`config.mk`:
```
export PLATFORM = sky130hd
export DESIGN_NAME = sdcmd_issue
export DESIGN_NICKNAME = d
export VERILOG_FILES = /design/src/rtl/sdcmd_pkg.sv /design/src/rtl/sdcmd_swreset.sv /design/src/rtl/sdcmd_issue_ctl.sv /design/src/rtl/sdcmd_resp_store.sv /design/src/rtl/sdcmd_issue.sv
export SDC_FILE = /design/constraint.sdc
export NUM_CORES = 1
export LEC_CHECK = 0
export BUFFER_PORTS_ARGS = -buffer_cell sky130_fd_sc_hd__clkbuf_2
export CAP_MARGIN = 40
export CORE_AREA = 8 8 144 146
export CTS_BUF_LIST = sky130_fd_sc_hd__clkbuf_2
export DETAILED_ROUTE_END_ITERATION = 8
export DIE_AREA = 0 0 152 154
export PLACE_DENSITY = 0.81
export SLEW_MARGIN = 40
export SYNTH_ARGS = -nofsm -noshare
export SYNTH_HDL_FRONTEND = slang
export SYNTH_SLANG_ARGS = --single-unit
```
`constraint.sdc`:
```
create_clock -name clk -period 2.9 [get_ports clk]
set_input_delay 0.29 -clock clk [delete_from_list [all_inputs] [get_ports clk]]
set_output_delay 0.29 -clock clk [all_outputs]
set_load 0.01 [all_outputs]
```
`src/rtl/sdcmd_pkg.sv`:
```
package sdcmd_pkg;

  typedef enum logic [1:0] {
    RSP_NONE = 2'd0,
    RSP_LONG = 2'd1,
    RSP_SHRT = 2'd2,
    RSP_BUSY = 2'd3
  } rsp_kind_e;

  typedef struct packed {
    logic [15:0] word;
    logic [5:0]  index;
    logic        abort;
    logic        data;
    logic        idx_chk;
    logic        crc_chk;
    rsp_kind_e   rsp;
    logic        dat_line;
  } cmd_fields_t;

  function automatic cmd_fields_t decode_cmd(input logic [15:0] w);
    cmd_fields_t f;
    f.word     = w;
    f.index    = w[13:8];
    f.abort    = (w[7:6] == 2'd3);
    f.data     = w[5];
    f.idx_chk  = w[4];
    f.crc_chk  = w[3];
    f.rsp      = rsp_kind_e'(w[1:0]);
    f.dat_line = w[5] || (w[1:0] == 2'd3);
    return f;
  endfunction

endpackage

```
`src/rtl/sdcmd_swreset.sv`:
```
module sdcmd_swreset #(
  parameter int RST_CYCLES = 4
) (
  input  logic       clk,
  input  logic       rst,
  input  logic       wr,
  input  logic [2:0] wdata,
  output logic [2:0] bits,
  output logic       hit,
  output logic       active,
  output logic       clr_cmd,
  output logic       clr_dat,
  output logic       clr_all
);
  localparam int CNT_W = (RST_CYCLES > 1) ? $clog2(RST_CYCLES) : 1;
  localparam logic [CNT_W-1:0] LAST = CNT_W'(RST_CYCLES - 1);

  logic [CNT_W-1:0] cnt;

  assign hit     = wr && (wdata != 3'b000);
  assign active  = (bits != 3'b000);
  assign clr_all = hit && wdata[0];
  assign clr_cmd = hit && (wdata[0] || wdata[1]);
  assign clr_dat = hit && (wdata[0] || wdata[2]);

  always_ff @(posedge clk) begin
    if (rst) begin
      bits <= 3'b000;
      cnt  <= '0;
    end else if (hit) begin
      bits <= bits | wdata;
      cnt  <= '0;
    end else if (active) begin
      if (cnt == LAST) begin
        bits <= 3'b000;
        cnt  <= '0;
      end else begin
        cnt <= cnt + 1'b1;
      end
    end
  end

  // written bits are visible in the following cycle
  a_r10_bits_set: assert property (@(posedge clk) disable iff (rst)
    hit |=> ((bits & $past(wdata)) == $past(wdata)));

endmodule

```
`src/rtl/sdcmd_issue_ctl.sv`:
```
module sdcmd_issue_ctl
  import sdcmd_pkg::*;
#(
  parameter int ARG_W = 32
) (
  input  logic             clk,
  input  logic             rst,
  input  logic             launch_req,
  input  logic [15:0]      launch_word,
  input  logic [ARG_W-1:0] arg_q,
  input  logic             rst_hit,
  input  logic             rst_active,
  input  logic             clr_cmd,
  input  logic             clr_dat,
  input  logic             ser_done,
  input  logic             ser_err,
  input  logic             busy_end,
  input  logic             xfer_done,
  output logic             start,
  output cmd_fields_t      start_f,
  output logic [ARG_W-1:0] start_arg,
  output logic             inh_cmd,
  output logic             inh_dat,
  output logic             cmd_cmpl,
  output logic             xfer_cmpl,
  output logic             done_ok,
  output rsp_kind_e        pend_rsp
);
  cmd_fields_t f;
  logic quiet, launch_ok, err_ok, bend_ok, xdone_ok, by_busy;

  assign f         = decode_cmd(launch_word);
  assign quiet     = !rst_hit && !rst_active;
  assign launch_ok = launch_req && quiet && !inh_cmd && !(f.dat_line && inh_dat);
  assign done_ok   = ser_done && inh_cmd && quiet;
  assign err_ok    = ser_err && !ser_done && inh_cmd && quiet;
  assign bend_ok   = busy_end && inh_dat && by_busy && quiet;
  assign xdone_ok  = xfer_done && inh_dat && !by_busy && quiet;

  always_ff @(posedge clk) begin
    if (rst) begin
      start     <= 1'b0;
      start_f   <= '0;
      start_arg <= '0;
      pend_rsp  <= RSP_NONE;
      inh_cmd   <= 1'b0;
      inh_dat   <= 1'b0;
      by_busy   <= 1'b0;
      cmd_cmpl  <= 1'b0;
      xfer_cmpl <= 1'b0;
    end else begin
      start     <= launch_ok;
      cmd_cmpl  <= done_ok;
      xfer_cmpl <= bend_ok || xdone_ok;
      if (launch_ok) begin
        start_f   <= f;
        start_arg <= arg_q;
        pend_rsp  <= f.rsp;
      end
      if (clr_cmd)                       inh_cmd <= 1'b0;
      else if (launch_ok)                inh_cmd <= 1'b1;
      else if (done_ok || err_ok)        inh_cmd <= 1'b0;
      if (clr_dat)                       inh_dat <= 1'b0;
      else if (launch_ok && f.dat_line) begin
        inh_dat <= 1'b1;
        by_busy <= (f.rsp == RSP_BUSY);
      end else if (bend_ok || xdone_ok)  inh_dat <= 1'b0;
    end
  end

  // the strobe never appears without the command flag
  a_r4_start_sets_inhibit: assert property (@(posedge clk) disable iff (rst)
    start |-> inh_cmd);
  // no launch was taken while the command flag was held
  a_r3_no_launch_inhibited: assert property (@(posedge clk) disable iff (rst)
    start |-> !$past(inh_cmd));
  // commands using the data lines hold the data flag
  a_r5_dat_taken: assert property (@(posedge clk) disable iff (rst)
    (start && start_f.dat_line) |-> inh_dat);
  // completion pulse coincides with a released command flag
  a_r6_cmpl_released: assert property (@(posedge clk) disable iff (rst)
    cmd_cmpl |-> !inh_cmd);
  // transfer pulse coincides with a released data flag
  a_r7_xfer_released: assert property (@(posedge clk) disable iff (rst)
    xfer_cmpl |-> !inh_dat);
  // command-side reset clears the flag and drops any launch
  a_r11_cmd_abort: assert property (@(posedge clk) disable iff (rst)
    clr_cmd |=> (!inh_cmd && !start));

endmodule

```
`src/rtl/sdcmd_resp_store.sv`:
```
module sdcmd_resp_store
  import sdcmd_pkg::*;
#(
  parameter int WORDS = 4
) (
  input  logic                clk,
  input  logic                rst,
  input  logic                clear,
  input  logic                capture,
  input  rsp_kind_e           kind,
  input  logic [WORDS*32-1:0] raw,
  output logic [WORDS*32-1:0] words
);
  localparam int TOT = WORDS * 32;

  logic [TOT-1:0] shifted;
  logic           is_long, is_short;

  assign shifted  = {8'h00, raw[TOT-1:8]};
  assign is_long  = capture && (kind == RSP_LONG);
  assign is_short = capture && ((kind == RSP_SHRT) || (kind == RSP_BUSY));

  for (genvar i = 0; i < WORDS; i++) begin : g_word
    always_ff @(posedge clk) begin
      if (rst || clear)             words[i*32 +: 32] <= '0;
      else if (is_long)             words[i*32 +: 32] <= shifted[i*32 +: 32];
      else if (is_short && i == 0)  words[i*32 +: 32] <= raw[31:0];
    end
  end

  // top byte of a stored long response is always empty
  a_r9_crc_dropped: assert property (@(posedge clk) disable iff (rst)
    (is_long && !clear) |=> (words[TOT-1:TOT-8] == 8'h00));
  // a short response leaves the upper words alone
  a_r8_upper_kept: assert property (@(posedge clk) disable iff (rst)
    (is_short && !clear) |=> $stable(words[TOT-1:32]));

endmodule

```
`src/rtl/sdcmd_issue.sv`:
```
module sdcmd_issue
  import sdcmd_pkg::*;
#(
  parameter int ARG_W      = 32,
  parameter int RST_CYCLES = 4
) (
  input  logic             clk,
  input  logic             rst,
  input  logic             arg_we,
  input  logic [ARG_W-1:0] arg_wdata,
  input  logic             cmd_we,
  input  logic [1:0]       cmd_be,
  input  logic [15:0]      cmd_wdata,
  input  logic             srst_we,
  input  logic [2:0]       srst_wdata,
  input  logic             ser_done,
  input  logic             ser_err,
  input  logic             ser_busy_end,
  input  logic             ser_xfer_done,
  input  logic [127:0]     ser_resp,
  output logic             start,
  output logic [15:0]      start_word,
  output logic [5:0]       start_index,
  output logic [1:0]       start_rsp,
  output logic             start_abort,
  output logic             start_data,
  output logic             start_idx_chk,
  output logic             start_crc_chk,
  output logic             start_dat_line,
  output logic [ARG_W-1:0] start_arg,
  output logic             inhibit_cmd,
  output logic             inhibit_dat,
  output logic             cmd_complete,
  output logic             xfer_complete,
  output logic [127:0]     resp_words,
  output logic [2:0]       srst_bits,
  output logic             abort_cmd,
  output logic             abort_dat
);
  localparam int RESP_WORDS = 4;

  logic [ARG_W-1:0] arg_q;
  logic [7:0]       cmd_lo;
  logic [15:0]      launch_word;
  logic             launch_req;
  logic             rst_hit, rst_active, clr_cmd, clr_dat, clr_all, done_ok;
  cmd_fields_t      sf;
  rsp_kind_e        pend_rsp;

  always_ff @(posedge clk) begin
    if (rst) begin
      arg_q  <= '0;
      cmd_lo <= '0;
    end else begin
      if (arg_we)              arg_q  <= arg_wdata;
      if (cmd_we && cmd_be[0]) cmd_lo <= cmd_wdata[7:0];
    end
  end

  assign launch_req  = cmd_we && cmd_be[1];
  assign launch_word = {cmd_wdata[15:8], cmd_be[0] ? cmd_wdata[7:0] : cmd_lo};

  sdcmd_swreset #(.RST_CYCLES(RST_CYCLES)) u_srst (
    .clk(clk), .rst(rst), .wr(srst_we), .wdata(srst_wdata),
    .bits(srst_bits), .hit(rst_hit), .active(rst_active),
    .clr_cmd(clr_cmd), .clr_dat(clr_dat), .clr_all(clr_all)
  );

  sdcmd_issue_ctl #(.ARG_W(ARG_W)) u_ctl (
    .clk(clk), .rst(rst), .launch_req(launch_req), .launch_word(launch_word),
    .arg_q(arg_q), .rst_hit(rst_hit), .rst_active(rst_active),
    .clr_cmd(clr_cmd), .clr_dat(clr_dat), .ser_done(ser_done), .ser_err(ser_err),
    .busy_end(ser_busy_end), .xfer_done(ser_xfer_done), .start(start),
    .start_f(sf), .start_arg(start_arg), .inh_cmd(inhibit_cmd),
    .inh_dat(inhibit_dat), .cmd_cmpl(cmd_complete), .xfer_cmpl(xfer_complete),
    .done_ok(done_ok), .pend_rsp(pend_rsp)
  );

  sdcmd_resp_store #(.WORDS(RESP_WORDS)) u_resp (
    .clk(clk), .rst(rst), .clear(clr_all), .capture(done_ok),
    .kind(pend_rsp), .raw(ser_resp), .words(resp_words)
  );

  assign start_word     = sf.word;
  assign start_index    = sf.index;
  assign start_rsp      = sf.rsp;
  assign start_abort    = sf.abort;
  assign start_data     = sf.data;
  assign start_idx_chk  = sf.idx_chk;
  assign start_crc_chk  = sf.crc_chk;
  assign start_dat_line = sf.dat_line;
  assign abort_cmd      = srst_bits[0] || srst_bits[1];
  assign abort_dat      = srst_bits[0] || srst_bits[2];

  // abort outputs track the reset register
  a_r11_abort_flags: assert property (@(posedge clk) disable iff (rst)
    (srst_we && srst_wdata[0]) |=> (abort_cmd && abort_dat));

endmodule

```
==> qor.yml, run 1 <==
fin_util_pct: 70.87
rsz0062_at_grt: "false"
route.met3.wl_mm: 3.759
numCtsBuffers: 58
antenna_found_initial: 7
yosysTopAreaCell: "dfxtp_1"
setup_viol: 0
rows: 50
max_freq_mhz: 375.9
die_h_um: 154
start_util_pct: 45.50
arrival_ns: 3.43
drive_above_1_share_pct: 30.51
power.density_nw_per_um2: 451.0
cp.required_ns: 3.67
gp_congestion: 0.8406
io_buffers: 380
slowest_delay_ns: 0.57
cts_root_buf: "clkbuf_2"
max_cap_violations: 0
final_nets: 1795
dp_hpwl_mm: 21.74
hold_class: "input pin to flop"
reg2reg_to: "u_resp.words[6]$_SDFFE_PP0P_"
r2r-start: "u_srst.bits[0]$_SDFFE_PP0P_"
worst_pin_slew_ns: 0.6915
cts_max_level: 2
min_from: "arg_we"
finalMaxSlewViolations: 0
post-route-period-util_pct: 91.73
rrSetupSlack_ns: 0.24
clkLatencyLatePin_ns: 0.82
synth_area_um2: 8397
crit_path_end_kind: "flop"
area_growth_syn_to_layout_pct: 55.77
cts_tree: "built"
max-slew-margin-rel_pct: 53.90
power.leakage_nw: 5.911
drt_iter0_drc: 686
cts_sinks: 221
yosysSeqAreaShare_pct: 52.69
postSynthCellCount: 1016
synthArstFlopShare_pct: 0
drt_pass1_iterations: 5
power_switching_mw: 1.667
hold_path_end: "arg_q[15]$_SDFFE_PP0P_"
routed-wl-met2_mm: 18.32
r2r_cells: 6
cp_cell_sequence: "or3_1 > nor4_4 > buf_4 > o21ai_1 > a31oi_1 > dlygate4sd3_1"
grt_pass1_vias: 10620
die_area_um2: 23410
finClkSkew_ns: 0.06655
wl_met1_mm: 12.82
path_buf_inv: 2
hold_depth: 4
vias: 10240
dpl_cell_area_um2: 10330
drt-total-wl_mm: 37.00
synth_most_common_cell: "nand2_1"
synth.avg_cell_area_um2: 8.265
yosysUniqueCellTypes: 42
highest_layer: "met4"
fin_crit_ns: 2.660
cp-start-kind: "flop"
antenna_left: 0
grt_pass1_wl_mm: 56.47
grt_overflow: 0
crit_family: "buffers and inverters"
synth_common_cells: "nand2_1 (256), dfxtp_1 (221), a21oi_1 (153)"
clk_pin_slew_ns: 0.10
outcome: "finished clean"
drc: 0
max-vdd-ir-drop_mv: 0.3967
seqPwrFrac_pct: 52.9
cts_buffer_depth: 3
design_area_um2: 13080
cts_resized: 0
cp_max_fo: 64
p_comb_share_pct: 11.7
finalHoldViolCount: 0
synth_top_area_share_pct: 52.69
critPathKind: "flop to flop"
internal-power_mw: 4.231
boundaryPins: 389
fin_setup_tns_ns: 0
synth_edf_count: 0
grt_use_total_pct: 29.65
fp.dieW_um: 152
synth-seq-cells: 221
grt_max_degree: 89
core-area_um2: 18460
post_drt_wl_per_cell_um: 19.67
slowest_stage: "dlygate4sd3_1"
synth_warnings: 0
vias_per_cell: 5.444
swShare_pct: 28.27
synthFlopType: "dfxtp_1"
clockPowerShare_pct: 35.4
ys_top_cells_by_area: "dfxtp_1 (53%), nand2_1 (11%), a21oi_1 (9.1%), mux2i_1 (4.9%), nand3_1 (3.3%)"
## metal layers
metal / GRT usage [%] / vias up
met4: 19.23 / 0
met2: 51.89 / 675
met5: 0 / -
li1: - / 4644
met1: 29.77 / 4759
met3: 10.37 / 162
## power groups by stage
stage	Clock [mW]	Sequential, mW	Combinational, mW
floorplan	0	3.19	0.225
global placement	0	3.19	0.441
detailed placement	0	3.19	0.445
CTS	2.09	3.12	0.668
global route	2.28	3.13	0.734
finish	2.09	3.12	0.691
## how the worst max path moves through the flow
stage                                 from                                to  slack [ns]  depth (start not counted)
3_5_place_dp                 srst_wdata[0]  u_ctl.start_arg[30]$_SDFFE_PP0P_        0.82                          7
5_1_grt        u_srst.bits[0]$_SDFFE_PP0P_     u_resp.words[24]$_SDFFE_PP0P_        0.05                          6
6_report       u_srst.bits[0]$_SDFFE_PP0P_      u_resp.words[6]$_SDFFE_PP0P_        0.24                          6
4_1_cts        u_srst.bits[0]$_SDFFE_PP0P_     u_resp.words[24]$_SDFFE_PP0P_        0.27                          6
2_1_floorplan  u_srst.bits[0]$_SDFFE_PP0P_      u_resp.words[1]$_SDFFE_PP0P_        1.13                          6
3_3_place_gp                 srst_wdata[0]    u_ctl.start_f[10]$_SDFFE_PP0P_        0.88                          7
## registers in the layout, summed over array words and instances (netlist names), 2 cells and up
name             flops
u_resp.words       120
arg_q               32
u_ctl.start_arg     32
u_ctl.start_f       18
cmd_lo               8
u_srst.bits          3
u_srst.cnt           2
## cell type report
| type | instances | area [µm²] |
|---|---|---|
| fill | 1261 | 5375 |
| sequential | 221 | 4424 |
| timing repair buffer | 624 | 4347 |
| multi-input combinational | 699 | 3521 |
| clock buffer | 85 | 425.4 |
| tap | 234 | 292.8 |
| clock inverter | 10 | 50.05 |
| antenna | 8 | 20.02 |
## cell usage in the layout, fill, tap and decap left out, types with 2 or more instances in the layout
cell,netlist,routed
a211oi_1,9,9
a21oi_1,153,152
a311oi_1,3,3
a31oi_1,31,31
buf_12,0,4
buf_4,23,15
clkbuf_2,0,464
clkinv_1,0,4
clkinv_2,0,3
conb_1,1,8
dfxtp_1,221,221
diode_2,0,8
dlygate4sd3_1,0,225
mux2i_1,41,41
nand2_1,256,256
nand3_1,55,54
nor2_1,37,37
nor3_1,3,3
o21a_1,2,2
o21ai_0,47,47
o21ai_1,27,27
o31ai_1,2,2
or2_2,2,2
## metrics by stage
stage	total power, mW	hold slack [ns]	cells	setup slack [ns]
3_3_place_gp	3.627	0.4409	1553	0.8841
4_1_cts	5.872	0.04499	1873	0.2743
3_5_place_dp	3.636	0.4456	1553	0.8172
6_report	5.898	0.1430	1881	0.2398
2_1_floorplan	3.415	0.4260	1023	1.135
5_1_grt	6.147	0.09324	1880	0.04507
## logic make-up after synthesis
family | Yosys count | synth area share, %
AND/OR/NAND/NOR | 365 | 17.88
AO/OA/AOI/OAI | 283 | 18.25
flip-flops | 221 | 52.69
buffers and inverters | 103 | 5.960
multiplexers | 42 | 5.022
adder cells (fa/ha/maj) | 1 | 0.1490
other | 1 | 0.04466
## worst register-to-register path: stages, from the launching register on
cell	delay, ns
dfxtp_1	0.36
or3_1	0.51
nor4_4	0.27
buf_4	0.54
o21ai_1	0.18
a31oi_1	0.18
dlygate4sd3_1	0.57
## repair_timing
action | 4_1_cts | 5_1_grt
hold buffers | 225 | 0
hold endpoints to repair | 190 | 0
setup buffers | 0 | 0
No activity file was read; power rests on OpenSTA's default activity.
==> inputs of run 2 (changes only) <==
CORE_AREA = not set   (was 8 8 144 146)
CORE_MARGIN = 8   (was not set)
CORE_UTILIZATION = 26   (was not set)
DIE_AREA = not set   (was 0 0 152 154)
PLACE_DENSITY = 0.52   (was 0.81)
==> run 2 against run 1 <==
Net effect:
- register-to-register slack improved by 0.04 ns
- cell count up 13%
- global-route usage down 12 points
- die area rose by 64%
- via count shrank 4.1%
- worst setup slack improved by 0.041 ns
- largest cell class is now non-clock buffers
- largest power group unchanged
==> qor.yml, run 2 (same netlist as run 1, synthesis figures left out) <==
reg2reg_to: "u_resp.words[4]$_SDFFE_PP0P_"
hold_path_end: "arg_q[8]$_SDFFE_PP0P_"
hold_buffers: 292  # +30%
die_area_um2: 38300  # +64%
power.density_nw_per_um2: 433.9  # -3.8%
top_register: "u_resp.words"
post_drt_wl_per_cell_um: 16.37  # -17%
largest_register_ff_count: 120  # unchanged
path_buf_inv: 2  # unchanged
antenna_left: 0  # unchanged
final_cell_mix: "clkbuf_2 (467), dlygate4sd3_1 (292), nand2_1 (256), dfxtp_1 (221), a21oi_1 (152)"
dp_hpwl_mm: 22.52  # +3.5%
design_area_um2: 14050  # +7.4%
drt_pass1_iterations: 4  # -1
start_util_pct: 26.07  # -19 points
rows: 66  # +32%
post-route-period-util_pct: 90.32  # -1.4 points
cts_resized: 0  # unchanged
worst_pin_slew_ns: 0.7029  # +0.01138 ns
r2r-start: "u_srst.bits[0]$_SDFFE_PP0P_"
io_buffers: 380  # unchanged
cts_root_buf: "clkbuf_2"
fin_crit_ns: 2.619  # -0.04104 ns
vias: 9818  # -4.1%
cts_max_level: 2  # unchanged
r2r_cells: 6  # unchanged
clk_pin_slew_ns: 0.09  # about the same
slowest_delay_ns: 0.56  # about the same
fin_cells: 2124  # +13%
finalMaxSlewViolations: 0  # unchanged
drive_above_1_share_pct: 29.21  # -1.3 points
outcome: "finished clean"
boundaryPins: 389  # unchanged
antenna_found_initial: 1  # -6
core-area_um2: 32210  # +75%
grt_use_total_pct: 17.52  # -12 points
fp.dieW_um: 195.7  # +29%
cp_max_fo: 64  # unchanged
dpl_cell_area_um2: 10600  # +2.5%
cts_sinks: 221  # unchanged
crit_family: "simple AND/OR/NAND/NOR gates"
setup_viol: 0  # unchanged
hold_depth: 4  # unchanged
fin_setup_tns_ns: 0  # unchanged
gp_congestion: 0.8025  # -4.5%
crit_path_end_kind: "flop"
cp.required_ns: 3.66  # about the same
area_growth_syn_to_layout_pct: 67.34
drt_iter0_drc: 311  # -55%
max_cap_violations: 0  # unchanged
die_h_um: 195.7  # +27%
min_from: "arg_we"
hold_slack_ns: 0.1809  # +0.03795 ns
grt_pass1_vias: 10590  # -0.26%
cp-start-kind: "flop"
vias_per_cell: 4.622  # -15%
rsz0062_at_grt: "false"
clkLatencyLatePin_ns: 0.87  # +0.05 ns
mostFrequentLayoutCell: "clkbuf_2"
grt_max_degree: 92  # +3.4%
cp_cell_sequence: "or3_1 > nor4_4 > buf_12 > o21ai_1 > a31oi_1 > dlygate4sd3_1"
arrival_ns: 3.38  # -0.05 ns
cts_tree: "built"
final_nets: 1864  # +3.8%
cts_setup_buffers: 0  # unchanged
numCtsBuffers: 60  # +3.4%
critPathKind: "flop to flop"
cts_buffer_depth: 3  # unchanged
finalHoldViolCount: 0  # unchanged
slowest_stage: "dlygate4sd3_1"
grt_pass1_wl_mm: 55.40  # -1.9%
grt_overflow: 0  # unchanged
hold_class: "input pin to flop"
drt-total-wl_mm: 34.77  # -6.0%
drc: 0  # unchanged
finClkSkew_ns: 0.07153  # +0.004987 ns
rrSetupSlack_ns: 0.28  # +0.04 ns
max-vdd-ir-drop_mv: 0.3123  # -21%
power.leakage_nw: 6.262  # +5.9%
dp_cells: 1727  # +11%
max_freq_mhz: 381.8  # +1.6%
max-slew-margin-rel_pct: 53.14  # -0.76 points
top_regs: "u_resp.words: 120 flops, arg_q: 32 flops, u_ctl.start_arg: 32 flops"
## run 2: changes by cell type in the layout (fill, tap and decap cells not counted), moves of 3 or more
cell	before	now
buf_12	4	7
buf_4	15	12
diode_2	8	1
clkinv_1	4	13
dlygate4sd3_1	225	292
clkbuf_2	464	467
clkinv_2	3	0
## run 2: cell type report
class / instances / area [µm²]
diodes: 1 / 2.502
clock buffers: 88 / 440.4
clock inverters: 16 / 90.09
fillers: 3225 / 18150
multi-input cells: 699 / 3522
flip-flops and latches: 221 / 4424
well taps: 408 / 510.5
repair buffers: 691 / 5061
## run 2: power by group
| part | internal (mW) | leakage, nW | switching [mW] |
|---|---|---|---|
| Sequential | 3.09 | 1.79 | 0.0362 |
| Clock | 0.894 | 0.404 | 1.31 |
| Combinational | 0.443 | 4.07 | 0.324 |
| Total | 4.42 | 6.26 | 1.67 |
## run 2: per-layer routing
layer,track usage (%),vias up,part of all wire (%)
met4,8.282,0,3.9
met5,0,-,0
met3,6.666,99,9.1
met1,19.80,4536,40
met2,28.86,400,47
li1,-,4783,-
## run 2: metrics by stage
step           total power [mW]  utilization [%]  worst slack [ns]
2_1_floorplan             3.415                -             1.135
3_3_place_gp              3.644            32.89            0.8712
3_5_place_dp              3.651            32.90            0.8110
4_1_cts                   6.205            43.62            0.3265
5_1_grt                   6.460            43.63            0.1431
6_report                  6.096            43.63            0.2809
## run 2: worst min-delay path, stage by stage
cell and delay (ns):
clkbuf_2 0.08, buf_4 0.31, mux2i_1 0.19, nor2_1 0.08
## run 2: how the worst max path moves through the flow
stage / from / end / slack [ns] / cells past startpoint
3_3_place_gp: srst_wdata[0] / u_resp.words[71]$_SDFFE_PP0P_ / 0.87 / 7
5_1_grt: u_srst.bits[0]$_SDFFE_PP0P_ / u_resp.words[4]$_SDFFE_PP0P_ / 0.14 / 6
6_report: u_srst.bits[0]$_SDFFE_PP0P_ / u_resp.words[4]$_SDFFE_PP0P_ / 0.28 / 6
2_1_floorplan: u_srst.bits[0]$_SDFFE_PP0P_ / u_resp.words[1]$_SDFFE_PP0P_ / 1.13 / 6
3_5_place_dp: srst_wdata[0] / u_resp.words[61]$_SDFFE_PP0P_ / 0.81 / 7
4_1_cts: u_srst.bits[0]$_SDFFE_PP0P_ / u_resp.words[17]$_SDFFE_PP0P_ / 0.33 / 6
==> inputs of run 3 (changes only) <==
PLACE_DENSITY = 0.53   (was 0.52)
clock period = 2.3 ns   (was 2.9 ns; I/O delays follow)
==> run 3 against run 2 <==
Net effect:
- worst setup slack got worse by 0.22 ns
- critical path type is now input pin to flop
- first-iteration DRC count grew 48%
- non-clock buffer count increased by 56
- core utilization rose by 1.8 points
- sequential power grew 26%
- clock skew up 0.0028 ns
- routed wire length up 5.1%
- register-to-register slack worse by 0.15 ns
==> qor.yml, run 3 (same netlist as run 1, synthesis figures left out) <==
grt_use_total_pct: 18.36  # +0.84 points
vias_per_cell: 4.619  # about the same
slowest_stage: "o31ai_2"
drt_iter0_drc: 460  # +48%
power.density_nw_per_um2: 531.5  # +23%
cts_buffer_depth: 3  # unchanged
clk_pin_slew_ns: 0.11  # +0.02 ns
post_drt_wl_per_cell_um: 16.75  # +2.3%
worst_pin_slew_ns: 0.8064  # +0.1036 ns
grt_max_degree: 76  # -17%
max-vdd-ir-drop_mv: 0.3472  # +11%
max-slew-margin-rel_pct: 46.24  # -6.9 points
cts_sinks: 221  # unchanged
finalHoldViolCount: 0  # unchanged
top_regs: "u_resp.words: 120 flops, arg_q: 32 flops, u_ctl.start_arg: 32 flops"
fin_ws_ns: 0.06469  # -0.2162 ns
finalMaxSlewViolations: 0  # unchanged
crit_top_cell: "dlygate4sd3_1"
crit_path_end_kind: "flop"
boundaryPins: 389  # unchanged
cp_max_fo: 8  # -88%
slowest_delay_ns: 0.62  # +0.06 ns
path_buf_inv: 4  # +2
critPathKind: "input pin to flop"
hold_class: "input pin to flop"
hold_depth: 4  # unchanged
crit_family: "buffers and inverters"
cp-start-kind: "input pin"
dp_hpwl_mm: 22.57  # +0.23%
io_buffers: 380  # unchanged
max_cap_violations: 0  # unchanged
post-route-period-util_pct: 97.19
vias: 10080  # +2.6%
power.leakage_nw: 6.464  # +3.2%
final_nets: 1920  # +3.0%
rsz0062_at_grt: "false"
arrival_ns: 3.02  # -0.36 ns
hold_slack_ns: 0.1445  # -0.03645 ns
setup_viol: 0  # unchanged
cts_max_level: 2  # unchanged
dp_cells: 1730  # +0.17%
finClkSkew_ns: 0.07429  # +0.002760 ns
r2r_cells: 7  # +1
dpl_worst_slack_ns: 0.3172  # -0.4938 ns
grt_pass1_vias: 10660  # +0.64%
drive_above_1_share_pct: 29.23  # about the same
fin_crit_ns: 2.235
top_register: "u_resp.words"
drc: 0  # unchanged
die_h_um: 195.7  # unchanged
numCtsBuffers: 60  # unchanged
grt_pass1_wl_mm: 57.75  # +4.2%
cts_tree: "built"
fin_cells: 2181  # +2.7%
rows: 66  # unchanged
grt_overflow: 0  # unchanged
drt-total-wl_mm: 36.54  # +5.1%
gp_congestion: 0.7664  # -4.5%
max_freq_mhz: 447.4
fp.dieW_um: 195.7  # unchanged
die_area_um2: 38300  # unchanged
outcome: "finished clean"
path_depth: 8  # +2
largest_register_ff_count: 120  # unchanged
cts_root_buf: "clkbuf_2"
power.total_mw: 7.780  # +28%
cp_cell_sequence: "dlygate4sd3_1 > clkbuf_2 > o31ai_2 > nand2_1 > a22oi_1 > dlygate4sd3_1 > nor2_1 > dlygate4sd3_1"
antenna_left: 0  # unchanged
final_cell_mix: "clkbuf_2 (471), dlygate4sd3_1 (339), nand2_1 (256), dfxtp_1 (220), a21oi_1 (152)"
fin_setup_tns_ns: 0  # unchanged
start_util_pct: 26.07  # unchanged
cp.required_ns: 3.08  # -0.58 ns
core-area_um2: 32210  # unchanged
mostFrequentLayoutCell: "clkbuf_2"
area_growth_syn_to_layout_pct: 74.33
clkLatencyLatePin_ns: 0.90  # +0.03 ns
antenna_found_initial: 1  # unchanged
drt_pass1_iterations: 4  # unchanged
## run 3: cell types whose count changed in the layout (fill, tap and decap cells not counted), sizes merged
| cell | before | now |
|---|---|---|
| inv | 1 | 2 |
| buf | 20 | 27 |
| clkbuf | 467 | 473 |
| dlygate4sd3 | 292 | 339 |
| clkinv | 13 | 10 |
| bufinv | 1 | 0 |
## run 3: stage by stage
stage | utilization (%) | area (µm²)
after global routing | 45.45 | 14640
after floorplan | - | 8423
after global placement | 32.92 | 10600
after CTS | 45.09 | 14520
final | 45.45 | 14640
after detailed placement | 32.92 | 10600
## run 3: worst paths after layout
kind / slack [ns] / endpoint / start
setup / recovery: 0.06 / u_srst.bits[2]$_SDFFE_PP0P_ / srst_wdata[1]
hold / removal: 0.14 / u_resp.words[98]$_SDFFE_PP0P_ / ser_resp[106]
setup reg to reg: 0.13 / u_ctl.start_f[15]$_SDFFE_PP0P_ / u_srst.bits[1]$_SDFFE_PP0P_
hold reg to reg: 0.41 / u_ctl.start_arg[6]$_SDFFE_PP0P_ / arg_q[6]$_SDFFE_PP0P_
## run 3: layout make-up
class	instances	area [µm²]
clock buffer	92	460.4
sequential	221	4425
fill	3131	17570
timing repair buffer	747	5630
clock inverter	13	65.06
antenna	1	2.502
multi-input combinational	699	3543
tap	408	510.5
## run 3: report_power, final
part	leakage (nW)	total (mW)	internal, mW	switching [mW]
combinational	4.26	1.07	0.635	0.433
sequential	1.79	3.94	3.89	0.0444
clock	0.412	2.78	1.07	1.70
total	6.46	7.78	5.60	2.18
## run 3: per-layer routing
metal / up-vias / track usage (%) / part of all wire (%)
met5: - / 0 / 0
met4: 0 / 6.738 / 2.8
met3: 76 / 5.877 / 8.4
met2: 414 / 31.56 / 49
met1: 4687 / 21.09 / 40
li1: 4898 / - / -
## run 3: timing repair
action | 4_1_cts | 5_1_grt
resized for setup | 0 | 12
setup endpoints to repair | 0 | 14
hold buffers | 339 | 0
setup buffers | 0 | 5
hold endpoints to repair | 221 | 0
## run 3: worst reg2reg max path, stage by stage, from the launching register on
cell and delay (ns):
dfxtp_1 0.39, nor3_1 0.20, buf_4 0.21, and3_4 0.27, buf_4 0.19, a21oi_1 0.09, a211oi_1 0.21, dlygate4sd3_1 0.58
